==> src/rtl/ocp_hiccup_pkg.sv <==
package ocp_hiccup_pkg;

  typedef enum logic {
    ST_RUN  = 1'b0,
    ST_SHUT = 1'b1
  } hic_state_e;

endpackage

==> src/rtl/ocp_cycle_gate.sv <==
// Per-cycle gating of the high-side switch and first-detection tracking.
module ocp_cycle_gate (
  input  logic clk,
  input  logic rst_n,
  input  logic run_i,
  input  logic cyc_start_i,
  input  logic oc_flag_i,
  output logic hs_en_o,
  output logic first_oc_o,
  output logic cycle_clean_o
);

  logic gate_q;
  logic seen_q;

  // first overcurrent of the current cycle; on a strobe clock the old seen bit is stale
  assign first_oc_o    = run_i && oc_flag_i && (cyc_start_i || !seen_q);
  assign cycle_clean_o = run_i && cyc_start_i && !seen_q;
  assign hs_en_o       = run_i && gate_q && !oc_flag_i;

  always_ff @(posedge clk or negedge rst_n) begin
    if (!rst_n) begin
      gate_q <= 1'b0;
      seen_q <= 1'b0;
    end else if (!run_i) begin
      gate_q <= 1'b0;
      seen_q <= 1'b0;
    end else begin
      if (oc_flag_i)        gate_q <= 1'b0;
      else if (cyc_start_i) gate_q <= 1'b1;

      if (cyc_start_i)    seen_q <= oc_flag_i;
      else if (oc_flag_i) seen_q <= 1'b1;
    end
  end

endmodule

==> src/rtl/ocp_fault_counter.sv <==
// Consecutive faulted-cycle counter.
module ocp_fault_counter #(
  parameter int FAULT_LIMIT = 17,
  localparam int CNT_W = $clog2(FAULT_LIMIT + 1)
) (
  input  logic             clk,
  input  logic             rst_n,
  input  logic             first_oc_i,
  input  logic             cycle_clean_i,
  input  logic             clear_i,
  output logic             limit_hit_o,
  output logic [CNT_W-1:0] cnt_o
);

  logic [CNT_W-1:0] cnt_q;
  logic [CNT_W-1:0] base;

  always_comb base = cycle_clean_i ? '0 : cnt_q;

  assign limit_hit_o = first_oc_i && (base == CNT_W'(FAULT_LIMIT - 1));
  assign cnt_o       = cnt_q;

  always_ff @(posedge clk or negedge rst_n) begin
    if (!rst_n)          cnt_q <= '0;
    else if (clear_i)    cnt_q <= '0;
    else if (first_oc_i) cnt_q <= base + 1'b1;
    else                 cnt_q <= base;
  end

endmodule

==> src/rtl/ocp_hiccup_timer.sv <==
// Shutdown state and soft-start period wait.
module ocp_hiccup_timer
  import ocp_hiccup_pkg::*;
#(
  parameter int WAIT_PERIODS = 8,
  parameter int PER_W        = 4,
  localparam int WAIT_W      = (WAIT_PERIODS > 1) ? $clog2(WAIT_PERIODS) : 1
) (
  input  logic             clk,
  input  logic             rst_n,
  input  logic             limit_hit_i,
  input  logic             ss_done_i,
  output logic             run_o,
  output logic             fault_o,
  output logic             clear_o,
  output logic             restart_o,
  output logic [PER_W-1:0] wait_cnt_o
);

  hic_state_e        state_q;
  logic [WAIT_W-1:0] wait_q;
  logic              restart_q;
  logic              last;

  assign last       = (state_q == ST_SHUT) && ss_done_i &&
                      (wait_q == WAIT_W'(WAIT_PERIODS - 1));
  assign run_o      = (state_q == ST_RUN);
  assign fault_o    = (state_q == ST_SHUT);
  assign clear_o    = last;
  assign restart_o  = restart_q;
  assign wait_cnt_o = PER_W'(wait_q);

  always_ff @(posedge clk or negedge rst_n) begin
    if (!rst_n) begin
      state_q   <= ST_RUN;
      wait_q    <= '0;
      restart_q <= 1'b0;
    end else begin
      restart_q <= last;
      unique case (state_q)
        ST_RUN: begin
          wait_q <= '0;
          if (limit_hit_i) state_q <= ST_SHUT;
        end
        ST_SHUT: begin
          if (last) begin
            state_q <= ST_RUN;
            wait_q  <= '0;
          end else if (ss_done_i) begin
            wait_q <= wait_q + 1'b1;
          end
        end
        default: state_q <= ST_RUN;
      endcase
    end
  end

endmodule

==> src/rtl/ocp_hiccup_ctrl.sv <==
module ocp_hiccup_ctrl #(
  parameter int FAULT_LIMIT  = 17,
  parameter int WAIT_PERIODS = 8,
  parameter int PER_W        = 4,
  localparam int CNT_W       = $clog2(FAULT_LIMIT + 1)
) (
  input  logic             clk,
  input  logic             rst_n,
  input  logic             cyc_start_i,
  input  logic             oc_flag_i,
  input  logic             ss_done_i,
  output logic             hs_en_o,
  output logic             fault_o,
  output logic             ss_restart_o,
  output logic [PER_W-1:0] wait_cnt_o
);

  logic             run;
  logic             first_oc;
  logic             cycle_clean;
  logic             limit_hit;
  logic             clear_cnt;
  logic [CNT_W-1:0] fault_cnt;

  ocp_cycle_gate u_gate (
    .clk           (clk),
    .rst_n         (rst_n),
    .run_i         (run),
    .cyc_start_i   (cyc_start_i),
    .oc_flag_i     (oc_flag_i),
    .hs_en_o       (hs_en_o),
    .first_oc_o    (first_oc),
    .cycle_clean_o (cycle_clean)
  );

  ocp_fault_counter #(.FAULT_LIMIT(FAULT_LIMIT)) u_cnt (
    .clk           (clk),
    .rst_n         (rst_n),
    .first_oc_i    (first_oc),
    .cycle_clean_i (cycle_clean),
    .clear_i       (clear_cnt),
    .limit_hit_o   (limit_hit),
    .cnt_o         (fault_cnt)
  );

  ocp_hiccup_timer #(.WAIT_PERIODS(WAIT_PERIODS), .PER_W(PER_W)) u_timer (
    .clk         (clk),
    .rst_n       (rst_n),
    .limit_hit_i (limit_hit),
    .ss_done_i   (ss_done_i),
    .run_o       (run),
    .fault_o     (fault_o),
    .clear_o     (clear_cnt),
    .restart_o   (ss_restart_o),
    .wait_cnt_o  (wait_cnt_o)
  );

endmodule

==> config.mk <==
export PLATFORM = sky130hd
export DESIGN_NAME = ocp_hiccup_ctrl
export DESIGN_NICKNAME = d
export VERILOG_FILES = /design/src/rtl/ocp_hiccup_pkg.sv /design/src/rtl/ocp_cycle_gate.sv /design/src/rtl/ocp_fault_counter.sv /design/src/rtl/ocp_hiccup_timer.sv /design/src/rtl/ocp_hiccup_ctrl.sv
export SDC_FILE = /design/constraint.sdc
export NUM_CORES = 1
export LEC_CHECK = 0
export ABC_AREA = 1
export BUFFER_PORTS_ARGS = -buffer_cell sky130_fd_sc_hd__buf_2
export CORE_MARGIN = 5
export CORE_UTILIZATION = 34
export CTS_CLUSTER_DIAMETER = 200
export DETAILED_ROUTE_END_ITERATION = 7
export HOLD_SLACK_MARGIN = 0.02
export SLEW_MARGIN = 20
export SYNTH_ARGS = -nofsm -noshare
export SYNTH_HDL_FRONTEND = slang
export SYNTH_SLANG_ARGS = --single-unit
==> constraint.sdc <==
create_clock -name clk -period 1.83 [get_ports clk]
set_input_delay 0.2745 -clock clk [delete_from_list [all_inputs] [get_ports clk]]
set_output_delay 0.2745 -clock clk [all_outputs]
set_load 0.01 [all_outputs]
==> results of run 1 <==
## cell usage after synthesis
master and number:
buf_4 1, inv_1 10, nand4_1 1, xnor2_1 1
o21ai_0 5, inv_2 1, ha_1 3, dfrtp_1 12
a21oi_1 6, nand3_1 4, nand3_4 1, nand2_4 1
conb_1 1, nor3_4 1, nor2_1 6, nor2_2 1
nand2_2 2, nand2_1 16
## worst min-delay path: stages
cell and delay, ns:
buf_2 0.09, inv_1 0.08, a21oi_1 0.07
## layer usage
layer | GRT usage | vias to the layer above
met2 | 0.157 | 7
met3 | 0.0254 | 2
met1 | 0.132 | 223
met4 | 0.0766 | 0
li1 | - | 256
met5 | 0 | -
## state kept, by name, summed over array words and instances (netlist names)
name	cells
u_timer.restart_o	1
u_timer.wait_q	3
u_cnt.cnt_o	5
u_gate.seen_q	1
u_gate.gate_q	1
u_timer.fault_o	1
## path summary, 6_finish.rpt
path | start | end | slack [ns] | cells after the start
worst max-delay path | u_timer.fault_o$_DFF_PN0_ | u_cnt.cnt_o[1]$_DFF_PN0_ | 0.42 | 6
worst min-delay path | oc_flag_i | u_gate.seen_q$_DFFE_PN0P_ | 0.29 | 3
worst min register to register | u_gate.gate_q$_DFFE_PN0P_ | u_gate.gate_q$_DFFE_PN0P_ | 0.53 | 2
worst max register to register | u_timer.fault_o$_DFF_PN0_ | u_cnt.cnt_o[1]$_DFF_PN0_ | 0.42 | 6
max in group asynchronous | rst_n | u_cnt.cnt_o[1]$_DFF_PN0_ | 1.20 | 2
min in group asynchronous | rst_n | u_timer.wait_q[0]$_DFFE_PN0P_ | 0.41 | 2
## stage by stage
step	cell area, µm²	utilization
2_1_floorplan	627	-
3_3_place_gp	701	0.401
3_5_place_dp	701	0.401
4_1_cts	733	0.420
5_1_grt	733	0.420
6_report	733	0.420
## layout make-up
cell class | count | area [µm²]
multi-input cells | 49 | 278
flip-flops and latches | 12 | 300
clock buffers | 3 | 22.5
repair buffers | 11 | 60.1
well taps | 25 | 31.3
fillers | 193 | 1010
inverters | 11 | 41.3
## logic make-up after synthesis
logic type,share of synthesized area
simple gates,0.275
buf+inv,0.0778
flops,0.479
fa+ha+maj,0.0599
compound gates,0.0878
xor+xnor,0.0140
other cells,0.00598
## power by group through the flow
stage | sequential (mW) | combinational, mW | clock (mW)
floorplan | 0.359 | 0.185 | 0
global route | 0.364 | 0.277 | 0.177
CTS | 0.357 | 0.240 | 0.166
global placement | 0.361 | 0.238 | 0
finish | 0.358 | 0.238 | 0.159
detailed placement | 0.363 | 0.237 | 0
## repair_timing
item	in CTS	in global routing
hold buffers	1	0
setup endpoints to repair	0	0
endpoints found under the hold margin	12	0
==> flow_summary.json, run 1 <==
{
  "power_frac_comb": 0.315,
  "irDropWorstVdd_mv": 0.449,
  "synth-seq-cells": 12,
  "synth_top_area_frac": 0.479,
  "cap_violations": 0,
  "ys_top_cells_by_area": "dfrtp_1 (48%), nand2_1 (9.6%), ha_1 (6.0%)",
  "switchingPower_mw": 0.272,
  "pre_cts_ws_ns": 0.451,
  "vias_per_cell": 4.40,
  "fin_crit_ns": 1.41,
  "yosysTopAreaCell": "dfrtp_1",
  "fmax_ghz": 0.712,
  "placement_rows": 15,
  "min_period_over_period": 0.768,
  "total_power_mw": 0.755,
  "clkLatencyLatePin_ns": 0.27,
  "fin_skew_ns": 0.00548,
  "ioPinCount": 12,
  "synth.distinct_cells": 18,
  "tritoncts": "done",
  "yosys_warnings": 0,
  "dp.cells": 107,
  "drc": 0,
  "grt_max_degree": 13,
  "first_pass_iters": 3,
  "drtIter0Drc": 11,
  "cts_buffers": 3,
  "critPathTopFamily": "flip-flops",
  "die_h_um": 52.9,
  "place.gp.congestion": 0.735,
  "routed_wl_um": 1170,
  "drive_above_1_share": 0.233,
  "top_layer": "met4",
  "port_buffers": 10,
  "clk_pin_slew_ns": 0.07,
  "cpMaxStageDelayCell": "dfrtp_1",
  "stdcell_count": 111,
  "nets": 96,
  "endpoint_kind": "flop",
  "crit_type": "reg -> reg",
  "share_clk_of_total_power": 0.211,
  "min_path_type": "in -> reg",
  "path_buf_inv": 1,
  "clk_path_buf_depth": 2,
  "sw_frac_of_total": 0.361,
  "cts_setup_buffers": 0,
  "syn2layout_area_growth_pct": 17.0,
  "finalSetupTns_ns": 0,
  "avgSynthCellArea_um2": 8.59,
  "drv_slew": 0,
  "hold_ws_ns": 0.288,
  "htree_levels": 1,
  "ant_nets": 0,
  "synth_area_um2": 627,
  "grt.overflow.total": 0,
  "crit_path_start_kind": "flop",
  "grt_pass1_vias": 485,
  "synth_nets": 81,
  "grt_antenna_before_repair": 0,
  "seq_area_frac_synth": 0.479,
  "p_per_area_mw_per_mm2": 1030,
  "finalSetupViolCount": 0,
  "finalHoldViolCount": 0,
  "wl_met1_um": 546,
  "root_buffer": "clkbuf_4",
  "final_common_cell": "nand2_1",
  "p_int_mw": 0.482,
  "cp_cell_sequence": "inv_2 -> nand3_4 -> nand2_4 -> ha_1 -> o21ai_0 -> a21oi_1",
  "crit_required_ns": 1.97,
  "cpPeakStageDelay_ns": 0.49,
  "pwr-share-seq": 0.474,
  "leakagePower_nw": 0.417,
  "cts_resized": 0,
  "route.met2.wl_um": 572,
  "grt_pass1_wl_um": 2090,
  "core_mm2": 0.00175,
  "track_usage": 0.106,
  "arrival_ns": 1.55,
  "layout_common_cells": "nand2_1 (16), dfrtp_1 (12), inv_1 (10), buf_2 (10)",
  "rsz0062_at_grt": "no",
  "status": "finished, final reports clean",
  "cts_sinks": 12,
  "antennaDiodeCount": 0,
  "vias": 488,
  "setup_ws_ns": 0.425,
  "die-area_mm2": 0.00280,
  "fp.dieW_um": 52.9,
  "dr_wl_met3_um": 29,
  "dp_hpwl_um": 900,
  "drt-wirelength-per-cell_um": 10.6,
  "crit_fanout": 8,
  "synthCells": 73,
  "start_util": 0.359
}
Note: power is estimated with default switching activity, not from simulation.
==> run 2: changes to the inputs <==
==> constraint.sdc (replaced) <==
create_clock -name clk -period 1.5 [get_ports clk]
set_input_delay 0.225 -clock clk [delete_from_list [all_inputs] [get_ports clk]]
set_output_delay 0.225 -clock clk [all_outputs]
set_load 0.01 [all_outputs]
==> flow_summary.json, run 2 (synthesized netlist as in run 1, its figures left out) <==
{
  "cap_violations": 0,
  "hold_ws_ns": 0.226,
  "tritoncts": "done",
  "routed_wl_um": 1140,
  "placed_cell_area_um2": 708,
  "clk_path_buf_depth": 2,
  "grt_max_degree": 13,
  "min_path_type": "in -> reg",
  "arrival_ns": 1.55,
  "crit_type": "reg -> reg",
  "drv_slew": 0,
  "drc": 0,
  "cts_sinks": 12,
  "syn2layout_area_growth_pct": 20.4,
  "vias": 487,
  "vias_per_cell": 4.31,
  "layout_common_cells": "nand2_1 (16), dfrtp_1 (12), inv_1 (10), buf_2 (10)",
  "rrSetupSlack_ns": 0.15,
  "cp_cell_sequence": "ha_1 -> ha_1 -> nand3_1 -> nand2_1 -> o21ai_0",
  "drt-wirelength-per-cell_um": 10.1,
  "die-area_mm2": 0.00280,
  "core_mm2": 0.00175,
  "p_per_area_mw_per_mm2": 1310,
  "r2r_cells": 5,
  "largest_reg_flops": 5,
  "finalHoldViolCount": 0,
  "place.gp.congestion": 0.737,
  "fp.dieW_um": 52.9,
  "track_usage": 0.102,
  "fin_area_um2": 754,
  "whs_path_depth": 3,
  "leakagePower_nw": 0.429,
  "pre_cts_ws_ns": 0.114,
  "ioPinCount": 12,
  "cts_setup_buffers": 0,
  "clkLatencyLatePin_ns": 0.27,
  "grt_pass1_vias": 454,
  "start_util": 0.359,
  "antennaDiodeCount": 0,
  "placement_rows": 15,
  "crit_fanout": 7,
  "ant_nets": 0,
  "total_power_mw": 0.991,
  "nets": 97,
  "grt_antenna_before_repair": 0,
  "dp_hpwl_um": 884,
  "status": "finished, final reports clean",
  "grt.overflow.total": 0,
  "clk_pin_slew_ns": 0.08,
  "min_period_over_period": 0.902,
  "cts_buffers": 3,
  "fin_crit_ns": 1.35,
  "finalSetupTns_ns": 0,
  "port_buffers": 10,
  "crit_required_ns": 1.70,
  "drtIter0Drc": 5,
  "setup_ws_ns": 0.146,
  "dp.cells": 108,
  "stdcell_count": 113,
  "final_common_cell": "nand2_1",
  "irDropWorstVdd_mv": 0.754,
  "fmax_ghz": 0.739,
  "grt_pass1_wl_um": 2040,
  "root_buffer": "clkbuf_4",
  "crit_path_start_kind": "flop",
  "final_util": 0.432,
  "drive_above_1_share": 0.250,
  "htree_levels": 1,
  "fin_skew_ns": 0.00777,
  "endpoint_kind": "flop",
  "cpPeakStageDelay_ns": 0.41,
  "die_h_um": 52.9,
  "cpMaxStageDelayCell": "dfrtp_1",
  "crit_top_cell": "ha_1",
  "finalSetupViolCount": 0,
  "rsz0062_at_grt": "no",
  "first_pass_iters": 4
}
## run 2: cell count changes in the layout (fill, tap and decap cells not counted)
cell	delta
o21ai_0	-1
clkbuf_8	+1
buf_4	+1
o21ai_1	+1
## run 2: final timing paths
| kind | from | endpoint |
|---|---|---|
| setup reg to reg | u_timer.wait_q[0]$_DFFE_PN0P_ | u_timer.wait_q[1]$_DFFE_PN0P_ |
| hold reg to reg | u_gate.gate_q$_DFFE_PN0P_ | u_gate.gate_q$_DFFE_PN0P_ |
| max in group asynchronous | rst_n | u_cnt.cnt_o[2]$_DFF_PN0_ |
| hold / removal | oc_flag_i | u_gate.seen_q$_DFFE_PN0P_ |
| min in group asynchronous | rst_n | u_gate.seen_q$_DFFE_PN0P_ |
| setup / recovery | u_timer.wait_q[0]$_DFFE_PN0P_ | u_timer.wait_q[1]$_DFFE_PN0P_ |
## run 2: power breakdown
group / switching [mW] / internal [mW]
combinational: 0.198 / 0.112
clock: 0.105 / 0.148
sequential: 0.0364 / 0.392
## run 2: layout make-up
type / count / area (µm²)
Clock buffer: 4 / 36.3
Fill cell: 189 / 991
Inverter: 11 / 41.3
Multi-Input combinational cell: 49 / 278
Sequential cell: 12 / 300
Tap cell: 25 / 31.3
Timing Repair Buffer: 12 / 67.6
## run 2: timing repair
item / in CTS / in global routing
resized for setup: 0 / 1
hold buffers: 1 / 0
setup endpoints to repair: 0 / 1
hold endpoints to repair: 12 / 0
## run 2: per-layer routing
layer / vias up / wire (µm) / track usage
met3: 2 / 44 / 0.0423
met1: 219 / 537 / 0.125
met2: 8 / 543 / 0.157
met4: 0 / 12 / 0.0383
li1: 258 / - / -
met5: - / 0 / 0
## run 2: critical path: cells and delay by family, from the launching register on
family          cells  cell delay, ns
simple gates        2            0.33
flops               1            0.41
compound gates      1            0.16
fa+ha+maj           2            0.38
